## config.mk

```make
export PLATFORM = sky130hd
export DESIGN_NAME = ramp_chk_pair
export DESIGN_NICKNAME = d
export VERILOG_FILES = /design/src/rtl/ramp_chk_pkg.sv /design/src/rtl/ramp_err_counter.sv /design/src/rtl/ramp_chk_lane.sv /design/src/rtl/ramp_chk_pair.sv
export SDC_FILE = /design/constraint.sdc
export NUM_CORES = 1
export LEC_CHECK = 0
export CORE_MARGIN = 3
export CORE_UTILIZATION = 30
export DETAILED_ROUTE_END_ITERATION = 12
export PLACE_DENSITY_LB_ADDON = 0.25
export SETUP_SLACK_MARGIN = 0.02
export SYNTH_ARGS = -nofsm -noshare
export SYNTH_HDL_FRONTEND = slang
export SYNTH_SLANG_ARGS = --single-unit
```

## constraint.sdc

```tcl
create_clock -name clk -period 2.45 [get_ports clk]
set_clock_uncertainty 0.2 [all_clocks]
set_input_delay 0.735 -clock clk [delete_from_list [all_inputs] [get_ports clk]]
set_output_delay 0.735 -clock clk [all_outputs]
set_load 0.01 [all_outputs]
```

## src/rtl/ramp_chk_pkg.sv

```systemverilog
`timescale 1ns/1ps
package ramp_chk_pkg;
  // Lane tracking state
  typedef enum logic {
    ST_SEEK  = 1'b0,
    ST_TRACK = 1'b1
  } lane_st_e;

  localparam int NUM_LANES = 2;
  localparam int LANE_I    = 0;
  localparam int LANE_Q    = 1;
endpackage

```

## src/rtl/ramp_err_counter.sv

```systemverilog
`timescale 1ns/1ps
module ramp_err_counter #(
  parameter int CNT_W = 16
) (
  input  logic             clk,
  input  logic             rst,
  input  logic             clr,
  input  logic             bump,
  output logic [CNT_W-1:0] count
);
  localparam logic [CNT_W-1:0] TOP = '1;

  always_ff @(posedge clk) begin
    if (rst || clr) begin
      count <= '0;
    end else if (bump && (count != TOP)) begin
      count <= count + 1'b1;
    end
  end

  // a full counter holds its value
  a_r7_no_overflow: assert property (@(posedge clk) disable iff (rst)
    (count == TOP && !clr) |=> (count == TOP));
endmodule

```

## src/rtl/ramp_chk_lane.sv

```systemverilog
`timescale 1ns/1ps
module ramp_chk_lane
  import ramp_chk_pkg::*;
#(
  parameter int SMP_W = 14,
  parameter int CNT_W = 16
) (
  input  logic             clk,
  input  logic             rst,
  input  logic             arm,
  input  logic             vld,
  input  logic [SMP_W-1:0] smp,
  output logic             locked,
  output logic [CNT_W-1:0] errs
);
  localparam logic [SMP_W-1:0] ONE  = SMP_W'(1);
  localparam logic [CNT_W-1:0] CTOP = '1;

  lane_st_e         st;
  logic [SMP_W-1:0] expect_q;
  logic             take;
  logic             miss;

  assign take = arm && vld;
  assign miss = take && (st == ST_TRACK) && (smp != expect_q);

  always_ff @(posedge clk) begin
    if (rst || !arm) begin
      st       <= ST_SEEK;
      expect_q <= '0;
    end else if (vld) begin
      case (st)
        ST_SEEK: begin
          if (smp == '0) begin
            st       <= ST_TRACK;
            expect_q <= ONE;
          end
        end
        default: expect_q <= expect_q + ONE;
      endcase
    end
  end

  assign locked = (st == ST_TRACK);

  ramp_err_counter #(.CNT_W(CNT_W)) u_cnt (
    .clk  (clk),
    .rst  (rst),
    .clr  (!arm),
    .bump (miss),
    .count(errs)
  );

  // reset leaves the lane empty
  a_r1_reset_state: assert property (@(posedge clk)
    rst |=> (!locked && errs == '0));
  // non-zero samples never lock a seeking lane
  a_r2_no_false_lock: assert property (@(posedge clk) disable iff (rst)
    (!locked && arm && smp != '0) |=> (!locked && errs == '0));
  // zero sample locks
  a_r3_lock_on_zero: assert property (@(posedge clk) disable iff (rst)
    (!locked && take && smp == '0) |=> (locked && expect_q == ONE));
  // matching sample keeps count
  a_r3_match_quiet: assert property (@(posedge clk) disable iff (rst)
    (locked && take && smp == expect_q) |=> $stable(errs));
  // mismatch adds one
  a_r4_count_step: assert property (@(posedge clk) disable iff (rst)
    (locked && take && smp != expect_q && errs != CTOP) |=> (errs == $past(errs) + 1'b1));
  // idle cycles change nothing
  a_r6_idle_hold: assert property (@(posedge clk) disable iff (rst)
    (arm && !vld) |=> ($stable(errs) && $stable(locked) && $stable(expect_q)));
  // disable clears everything
  a_r8_clear: assert property (@(posedge clk) disable iff (rst)
    (!arm) |=> (!locked && errs == '0 && expect_q == '0));
endmodule

```

## src/rtl/ramp_chk_pair.sv

```systemverilog
`timescale 1ns/1ps
module ramp_chk_pair
  import ramp_chk_pkg::*;
#(
  parameter int SMP_W = 14,
  parameter int CNT_W = 16
) (
  input  logic             clk,
  input  logic             rst,
  input  logic             arm,
  input  logic             smp_vld,
  input  logic [SMP_W-1:0] smp_i,
  input  logic [SMP_W-1:0] smp_q,
  output logic             lock_i,
  output logic [CNT_W-1:0] errs_i,
  output logic             lock_q,
  output logic [CNT_W-1:0] errs_q
);
  logic [SMP_W-1:0] smp_arr  [NUM_LANES];
  logic             lock_arr [NUM_LANES];
  logic [CNT_W-1:0] errs_arr [NUM_LANES];

  assign smp_arr[LANE_I] = smp_i;
  assign smp_arr[LANE_Q] = smp_q;

  for (genvar g = 0; g < NUM_LANES; g++) begin : g_lane
    ramp_chk_lane #(.SMP_W(SMP_W), .CNT_W(CNT_W)) u_lane (
      .clk   (clk),
      .rst   (rst),
      .arm   (arm),
      .vld   (smp_vld),
      .smp   (smp_arr[g]),
      .locked(lock_arr[g]),
      .errs  (errs_arr[g])
    );
  end

  assign lock_i = lock_arr[LANE_I];
  assign errs_i = errs_arr[LANE_I];
  assign lock_q = lock_arr[LANE_Q];
  assign errs_q = errs_arr[LANE_Q];

  // a lane fed all ones never locks
  a_r9_ones_never_lock_i: assert property (@(posedge clk) disable iff (rst)
    (!lock_i && smp_i == '1) |=> !lock_i);
  a_r9_ones_never_lock_q: assert property (@(posedge clk) disable iff (rst)
    (!lock_q && smp_q == '1) |=> !lock_q);
endmodule

```

==> results of run 1 <==
[final timing paths]
path / slack (ns) / startpoint / to / cells past startpoint
hold reg to reg: 0.30 / g_lane[1].u_lane.u_cnt.count[8] / g_lane[1].u_lane.u_cnt.count[8] / 2
setup / recovery: 0.1 / smp_i[7] / g_lane[0].u_lane.u_cnt.count[9] / 9
setup reg to reg: 0.24 / g_lane[1].u_lane.u_cnt.count[0] / g_lane[1].u_lane.u_cnt.count[3] / 6
hold / removal: 0.30 / g_lane[1].u_lane.u_cnt.count[8] / g_lane[1].u_lane.u_cnt.count[8] / 2
[worst min-delay path, delay by kind of cell (launching register included)]
kind,cells,cell delay (ns)
AO/OA/AOI/OAI,2,0.13
flip-flops,1,0.33
[layer usage]
layer | up-vias | global-route usage (%)
li1 | 1788 | -
met1 | 1725 | 20.8
met2 | 84 | 24.8
met3 | 16 | 2.42
met4 | 0 | 7.12
met5 | - | 0
[area by class of cell]
cell class	instances	share of cell area (%)
clock buffers	13	4.91
clock inverters	3	0.803
repair buffers	117	22.6
well taps	143	3.38
flip-flops and latches	62	23.4
inverters	2	0.142
multi-input cells	336	44.7
[repair_timing]
action	4_1_cts	5_1_grt
gates resized for setup	16	37
pin swaps	7	7
endpoints found under the setup margin	13	45
buffers inserted	1	4
cloned	0	3
[Yosys cell counts, drive strengths merged (2+ instances only)]
cell	instances
clkbuf	10
ha	4
buf	12
nor2	35
a21oi	27
nand2	34
nor3	10
or4	12
dfxtp	62
o21ai	18
nand4	18
and2	2
o211ai	3
nand3b	3
xnor2	49
o31a	2
inv	2
mux2i	2
xor2	3
and3	6
or3	14
a41oi	2
and4	14
nand2b	4
nor4b	4
nand3	29
nor4	21
o31ai	9
[cells by family (layout without fill, tap and decap cells)]
kind of cell | count (synthesis) | count (layout) | share of synthesized area (%)
flip-flops | 62 | 62 | 34.6
buffers and inverters | 24 | 135 | 3.28
multiplexers | 2 | 2 | 0.558
XOR/XNOR | 52 | 52 | 12.7
AO/OA/AOI/OAI | 69 | 69 | 12.0
AND/OR/NAND/NOR | 209 | 209 | 35.5
adder cells (fa/ha/maj) | 4 | 4 | 1.40
[metrics by stage]
stage	area [µm²]	util, %	worst slack (ns)	setup TNS [ns]
6_report	5300	45.8	0.0971	0
5_1_grt	5300	45.8	0.0183	0
4_1_cts	5100	44.1	0.0217	0
3_5_place_dp	4710	40.7	-0.396	-16.48
3_3_place_gp	4710	40.7	-0.384	-15.55
2_1_floorplan	3590	-	0.177	0
[flip-flops by register name, summed over array words and instances, names as in the netlist]
name                       flops
g_lane.u_lane.expect_q        28
g_lane.u_lane.locked           2
g_lane.u_lane.u_cnt.count     32
[power groups by stage]
stage / Sequential, mW / Clock, mW / Combinational [mW]
final: 1.01 / 1.29 / 0.167
after global routing: 1.01 / 1.38 / 0.180
after floorplan: 1.03 / 0 / 0.0542
after CTS: 1.01 / 1.32 / 0.166
after detailed placement: 1.03 / 0 / 0.161
after global placement: 1.03 / 0 / 0.160
==> flow_summary.json, run 1 <==
{
  "status": "completed",
  "powerDensity_nw_per_um2": 466,
  "avgSynthCellArea_um2": 8.50,
  "nets": 564,
  "syn_nets": 458,
  "drt_iter0_drc": 173,
  "async_flop_share_pct": 0,
  "setup_viol": 0,
  "grt_max_degree": 28,
  "synth_top_area_cell": "dfxtp_1",
  "die_h_um": 115,
  "cp_cell_sequence": "clkdlybuf4s15_1, buf_4, xnor2_1, nand4_1, nor4_4, buf_4, clkbuf_16, or4_1, a21oi_1",
  "dieArea_um2": 13300,
  "cts-buffers-inserted": 9,
  "synth_top_area_share_pct": 34.6,
  "clk_path_buf_depth": 2,
  "slew_viol_final": 0,
  "grt_pass1_wl_um": 16700,
  "synthTopCellsByArea": "dfxtp_1, xnor2_1, nor4_2, nand3_1, a21oi_1",
  "final_cell_mix": "dfxtp_1, xnor2_1, buf_4",
  "crit_family": "simple AND/OR/NAND/NOR gates",
  "rsz0062_at_grt": "no",
  "cts-root-buf": "clkbuf_16",
  "area_delta_synth_final_pct": 47.7,
  "drc": 0,
  "syn_area_um2": 3590,
  "initial_utilization_pct": 31.0,
  "dp_cells": 652,
  "maxCapViolations": 0,
  "die_width_um": 115,
  "maxSlewHeadroom_pct": 76.8,
  "grt_pass1_vias": 3488,
  "whs_ns": 0.296,
  "clkSlewWorstSetupHoldPaths_ns": 0.06,
  "synthFlopType": "dfxtp_1",
  "power_leakage_nw": 1.86,
  "vias_per_cell": 5.34,
  "clkPwrFrac_pct": 52.4,
  "clock_sinks": 62,
  "ir_drop_v": 0.000230,
  "finalHoldViolations": 0,
  "grt-ovfl-total": 0,
  "synth_cells": 422,
  "ys_seq_area_share_pct": 34.6,
  "h-tree-depth": 3,
  "ys_ff_latch": 62,
  "final_cell_count_no_fill": 676,
  "power_frac_comb_pct": 6.8,
  "antenna_found_initial": 0,
  "drt-met1-wl_um": 4880,
  "hp-class": "flip-flop to flip-flop",
  "final_common_cell": "dfxtp_1",
  "critical_path_class": "input port to flip-flop",
  "multi_input_area_um2": 2370,
  "p_total_mw": 2.47,
  "max_freq_mhz": 425,
  "ant_nets": 0,
  "insertion_delay_ns": 0.33,
  "antennaDiodeCount": 0,
  "synth_cell_types": 49,
  "seqCellArea_um2": 1240,
  "crit_buf_inv": 4,
  "grt_use_total_pct": 15.6,
  "internal_power_mw": 1.93,
  "place_hpwl_um": 7160,
  "wl_per_cell_um": 15.1,
  "fin_crit_sh_pct": 96.0,
  "worst_slew_pin_slew_ns": 0.345,
  "synth-edff-count": 0,
  "cp-end-kind": "flip-flop",
  "cts_hold_buf": 0,
  "min_period_ns": 2.35,
  "drtPass1Iterations": 4,
  "swShare_pct": 21.6,
  "startpoint_type": "input port",
  "seqPwrFrac_pct": 40.9,
  "routed-wl-met2_um": 4810,
  "num_rows": 39,
  "core_um2": 11600,
  "gp_congestion": 0.851,
  "cts_tree": "built",
  "wl_um": 10200,
  "power.switching_uw": 535,
  "io_buffers": 65,
  "highest_layer": "met4",
  "worstPathRequired_ns": 2.51,
  "io-pin-count": 66,
  "drive_gt1_share_pct": 18.4,
  "path_max_fanout": 12,
  "synth_warnings": 0,
  "slowest_stage": "or4_1",
  "vias": 3613,
  "crit_arrival_ns": 2.41,
  "fillers": 1139,
  "path_common_cell": "buf_4",
  "met3_length_um": 345,
  "slowest_delay_ns": 0.49
}
(Power assumes the default switching activity.)
==> run 2: changes to the inputs <==
--- a/config.mk
+++ b/config.mk
@@ -7,6 +7,7 @@
 export LEC_CHECK = 0
 export CORE_MARGIN = 3
 export CORE_UTILIZATION = 30
+export CTS_BUF_LIST = sky130_fd_sc_hd__clkbuf_8
 export DETAILED_ROUTE_END_ITERATION = 12
 export PLACE_DENSITY_LB_ADDON = 0.25
 export SETUP_SLACK_MARGIN = 0.02
==> flow_summary.json, run 2 (synthesis results as in run 1) <==
{
  "maxSlewHeadroom_pct": 76.7,
  "startpoint_type": "input port",
  "grt-ovfl-total": 0,
  "drc": 0,
  "grt_max_degree": 28,
  "cp-end-kind": "flip-flop",
  "seqPwrFrac_pct": 47.8,
  "io_buffers": 65,
  "powerDensity_nw_per_um2": 405,
  "crit_family": "buffers and inverters",
  "clock_sinks": 62,
  "ant_nets": 0,
  "grt_pass1_vias": 3394,
  "die_h_um": 115,
  "clk_path_buf_depth": 2,
  "power.switching_uw": 500,
  "path_max_fanout": 12,
  "wl_um": 10200,
  "finalHoldViolations": 0,
  "insertion_delay_ns": 0.35,
  "slowest_stage": "or4_1",
  "drive_gt1_share_pct": 18.4,
  "slowest_delay_ns": 0.49,
  "critical_path_class": "input port to flip-flop",
  "area_delta_synth_final_pct": 45.0,
  "fin_crit_sh_pct": 96.9,
  "status": "completed",
  "clkSlewWorstSetupHoldPaths_ns": 0.07,
  "core_um2": 11600,
  "dp_cells": 652,
  "min_period_ns": 2.37,
  "io-pin-count": 66,
  "vias": 3565,
  "dieArea_um2": 13300,
  "die_width_um": 115,
  "place_hpwl_um": 7160,
  "slew_viol_final": 0,
  "h-tree-depth": 3,
  "maxCapViolations": 0,
  "cts_tree": "built",
  "cts-root-buf": "clkbuf_8",
  "rsz0062_at_grt": "no",
  "antennaDiodeCount": 0,
  "final_common_cell": "dfxtp_1",
  "internal_power_mw": 1.61,
  "power_frac_comb_pct": 7.8,
  "drt_iter0_drc": 164,
  "worstPathRequired_ns": 2.54,
  "nets": 563,
  "ir_drop_v": 0.000192,
  "regMostFlops": "g_lane.u_lane.u_cnt.count",
  "num_rows": 39,
  "final_cell_count_no_fill": 675,
  "hp-class": "flip-flop to flip-flop",
  "setup_tns_ns": 0,
  "power_leakage_nw": 1.84,
  "largest_reg_flops": 32,
  "grt_pass1_wl_um": 16500,
  "final_cell_mix": "dfxtp_1, xnor2_1, buf_4",
  "wl_per_cell_um": 15.1,
  "crit_arrival_ns": 2.46,
  "cts-buffers-inserted": 9,
  "fillers": 1144,
  "antenna_found_initial": 0,
  "initial_utilization_pct": 31.0,
  "cp_cell_sequence": "clkdlybuf4s50_1, xnor2_1, nand2_1, nor4_4, buf_4, clkbuf_16, or4_1, a21oi_1",
  "worst_slew_pin_slew_ns": 0.346,
  "grt_use_total_pct": 15.4,
  "max_freq_mhz": 421,
  "setup_viol": 0,
  "swShare_pct": 23.7,
  "gp_congestion": 0.851,
  "clkPwrFrac_pct": 44.4,
  "drtPass1Iterations": 4,
  "crit_buf_inv": 3,
  "vias_per_cell": 5.28
}
## run 2: cell count changes in the layout (fill, tap and decap cells not counted), sizes merged
cell / previous run / this run
clkdlybuf4s15: 1 / 0
clkbuf: 16 / 13
clkdlybuf4s50: 36 / 37
inv: 2 / 4
dlygate4sd2: 3 / 1
dlymetal6s2s: 25 / 27
## run 2: tightest hold or removal path: stages (launching register included)
cell and delay [ns]:
dfxtp_1 0.33, o31ai_1 0.07, a21oi_1 0.06
## run 2: cell type report
class	count	area (µm²)	area share (%)
timing repair buffer	116	1200	23.2
tap	143	179	3.44
sequential	62	1240	23.9
multi-input combinational	336	2360	45.5
inverter	2	7.51	0.144
clock buffer	11	151	2.91
clock inverter	5	50.0	0.962
## run 2: final timing paths
check / from / to / slack [ns] / depth (start not counted)
worst max-delay path: smp_i[13] / g_lane[0].u_lane.u_cnt.count[11] / 0.08 / 8
worst max register to register: g_lane[1].u_lane.u_cnt.count[0] / g_lane[1].u_lane.u_cnt.count[3] / 0.25 / 6
worst min register to register: g_lane[1].u_lane.u_cnt.count[8] / g_lane[1].u_lane.u_cnt.count[8] / 0.30 / 2
worst min-delay path: g_lane[1].u_lane.u_cnt.count[8] / g_lane[1].u_lane.u_cnt.count[8] / 0.30 / 2
## run 2: stage by stage
stage / power, mW / setup WS (ns) / util (%) / instance area (µm²) / hold slack (ns)
2_1_floorplan: 1.08 / 0.177 / - / 3590 / 0.296
3_3_place_gp: 1.19 / -0.384 / 40.7 / 4710 / 0.288
3_5_place_dp: 1.19 / -0.396 / 40.7 / 4710 / 0.289
4_1_cts: 2.13 / 0.0284 / 43.0 / 4980 / 0.301
5_1_grt: 2.21 / 0.0232 / 45.0 / 5200 / 0.331
6_report: 2.11 / 0.0769 / 45.0 / 5200 / 0.299
## run 2: repair_timing
item | CTS | global route
resized for setup | 10 | 44
gates cloned | 0 | 3
endpoints found under the setup margin | 8 | 38
pin swaps | 4 | 12
hold buffers | 0 | 0
buffers inserted | 1 | 3
## run 2: power groups by stage
stage	Sequential (mW)	Clock (mW)	Combinational, mW
6_report	1.01	0.936	0.165
3_5_place_dp	1.03	0	0.161
4_1_cts	1.01	0.963	0.165
2_1_floorplan	1.03	0	0.0542
5_1_grt	1.01	1.02	0.179
3_3_place_gp	1.03	0	0.160
## run 2: per-layer routing
metal  track usage (%)  part of all wire (%)  wire [µm]
met2              23.9                    47       4760
met5                 0                     0          0
met1              21.0                    48       4920
met3              2.63                   3.2        327
met4              6.73                   1.8        180
==> run 3: changes to the inputs <==
--- a/config.mk
+++ b/config.mk
@@ -5,6 +5,7 @@
 export SDC_FILE = /design/constraint.sdc
 export NUM_CORES = 1
 export LEC_CHECK = 0
+export CORE_ASPECT_RATIO = 2
 export CORE_MARGIN = 3
 export CORE_UTILIZATION = 30
 export CTS_BUF_LIST = sky130_fd_sc_hd__clkbuf_8
@@ -14,3 +15,4 @@
 export SYNTH_ARGS = -nofsm -noshare
 export SYNTH_HDL_FRONTEND = slang
 export SYNTH_SLANG_ARGS = --single-unit
+export TNS_END_PERCENT = 100
==> flow_summary.json, run 3 (synthesis results as in run 1) <==
{
  "cts_tree": "built",
  "largest_reg_flops": 32,
  "cp-end-kind": "output pin",
  "final_common_cell": "dfxtp_1",
  "finalInstanceArea_um2": 5160,
  "crit_arrival_ns": 1.42,
  "drc": 0,
  "hp-class": "flip-flop to flip-flop",
  "critical_path_class": "flip-flop to output pin",
  "crit_buf_inv": 1,
  "dpl_cell_area_um2": 4760,
  "power_leakage_nw": 1.84,
  "powerDensity_nw_per_um2": 376,
  "insertion_delay_ns": 0.35,
  "die_h_um": 161,
  "drt_iter0_drc": 142,
  "vias": 3685,
  "clkPwrFrac_pct": 39.7,
  "startpoint_type": "flip-flop",
  "grt_pass1_vias": 3850,
  "slew_viol_final": 0,
  "gp_congestion": 0.812,
  "pre_cts_ws_ns": -0.497,
  "maxCapViolations": 0,
  "cts-buffers-inserted": 9,
  "clk_path_buf_depth": 2,
  "grt_pass1_wl_um": 18200,
  "drtPass1Iterations": 7,
  "holdCritStartpoint": "g_lane[1].u_lane.u_cnt.count[11]",
  "initial_utilization_pct": 31.2,
  "vias_per_cell": 5.40,
  "rsz0062_at_grt": "no",
  "max_freq_mhz": 425,
  "finalHoldViolations": 0,
  "area_delta_synth_final_pct": 43.9,
  "fin_crit_sh_pct": 96.1,
  "regMostFlops": "g_lane.u_lane.u_cnt.count",
  "dieArea_um2": 13400,
  "setup.worst_path.start": "g_lane[0].u_lane.u_cnt.count[15]",
  "worstPathRequired_ns": 1.51,
  "wl_um": 10900,
  "slowest_stage": "clkdlybuf4s50_1",
  "crit_family": "buffers and inverters",
  "cp_cell_sequence": "clkdlybuf4s50_1",
  "worst_slew_pin_slew_ns": 0.358,
  "min_period_ns": 2.35,
  "slowest_delay_ns": 0.60,
  "nets": 573,
  "setup_viol": 0,
  "grt_use_total_pct": 16.6,
  "setup_tns_ns": 0,
  "seqPwrFrac_pct": 51.9,
  "p_total_mw": 1.94,
  "power_frac_comb_pct": 8.5,
  "drive_gt1_share_pct": 18.7,
  "cts-root-buf": "clkbuf_8",
  "ant_nets": 0,
  "clock_sinks": 62,
  "io_buffers": 65,
  "clkSlewWorstSetupHoldPaths_ns": 0.07,
  "h-tree-depth": 3,
  "grt_max_degree": 25,
  "antennaDiodeCount": 0,
  "antenna_found_initial": 0,
  "grt-ovfl-total": 0,
  "swShare_pct": 24.6,
  "ir_drop_v": 0.000263,
  "status": "completed",
  "r2r_slack_ns": 0.29,
  "cts_hold_buf": 0,
  "io-pin-count": 66,
  "post-route-worst-setup-slack_ns": 0.0967,
  "reg2reg_from": "g_lane[1].u_lane.u_cnt.count[0]",
  "fillers": 1146,
  "num_rows": 55,
  "wl_per_cell_um": 16.0,
  "maxSlewHeadroom_pct": 76.1,
  "internal_power_mw": 1.46,
  "path_max_fanout": 7,
  "final_cell_mix": "dfxtp_1, buf_4, xnor2_1",
  "core_um2": 11500,
  "power.switching_uw": 479,
  "place_hpwl_um": 8300,
  "die_width_um": 83.3
}
run 3: stage by stage:
stage,hold slack [ns],cells,utilization (%)
floorplan,0.296,422,-
global placement,0.280,661,41.4
detailed placement,0.313,661,41.4
CTS,0.324,676,43.4
global route,0.346,682,44.9
finish,0.318,682,44.9
run 3: power groups by stage:
stage                     clock network [mW]  registers, mW  logic, mW
after floorplan                            0           1.03     0.0542
after global placement                     0           1.03      0.163
after detailed placement                   0           1.03      0.165
after CTS                              0.798           1.01      0.167
after global routing                   0.836           1.01      0.176
final                                  0.770           1.01      0.164
run 3: final timing paths:
kind | to | depth (start not counted)
setup / recovery | errs_i[15] | 1
hold / removal | g_lane[1].u_lane.u_cnt.count[11] | 2
setup reg to reg | g_lane[1].u_lane.u_cnt.count[14] | 6
hold reg to reg | g_lane[1].u_lane.u_cnt.count[11] | 2
run 3: metal layers:
layer,track usage (%),routed length (µm),vias to the layer above,part of all wire [%]
met4,9.60,352,0,3.2
met2,32.9,6390,74,58
met5,0,0,-,0
met3,2.46,335,23,3.1
li1,-,-,1797,-
met1,15.6,3860,1791,35
run 3: what timing repair did:
item,CTS,global route
endpoints found under the setup margin,21,46
buffers inserted,1,4
resized for setup,17,28
cloned,0,2
pin swaps,7,12
hold endpoints to repair,0,0
run 3: worst reg2reg max path, cell delays in order, from the launching register on:
cell     delay [ns]
dfxtp_1        0.41
ha_1           0.22
and4_1         0.30
and2_1         0.24
nand3_1        0.15
or4_1          0.43
a21oi_1        0.15
run 3: area by class of cell:
cell class	count	area, µm²	share of cell area, %
clock inverters	4	17.5	0.339
repair buffers	126	1230	23.8
well taps	142	178	3.44
inverters	2	7.51	0.145
flip-flops and latches	62	1240	24.0
clock buffers	10	138	2.67
multi-input cells	336	2350	45.5
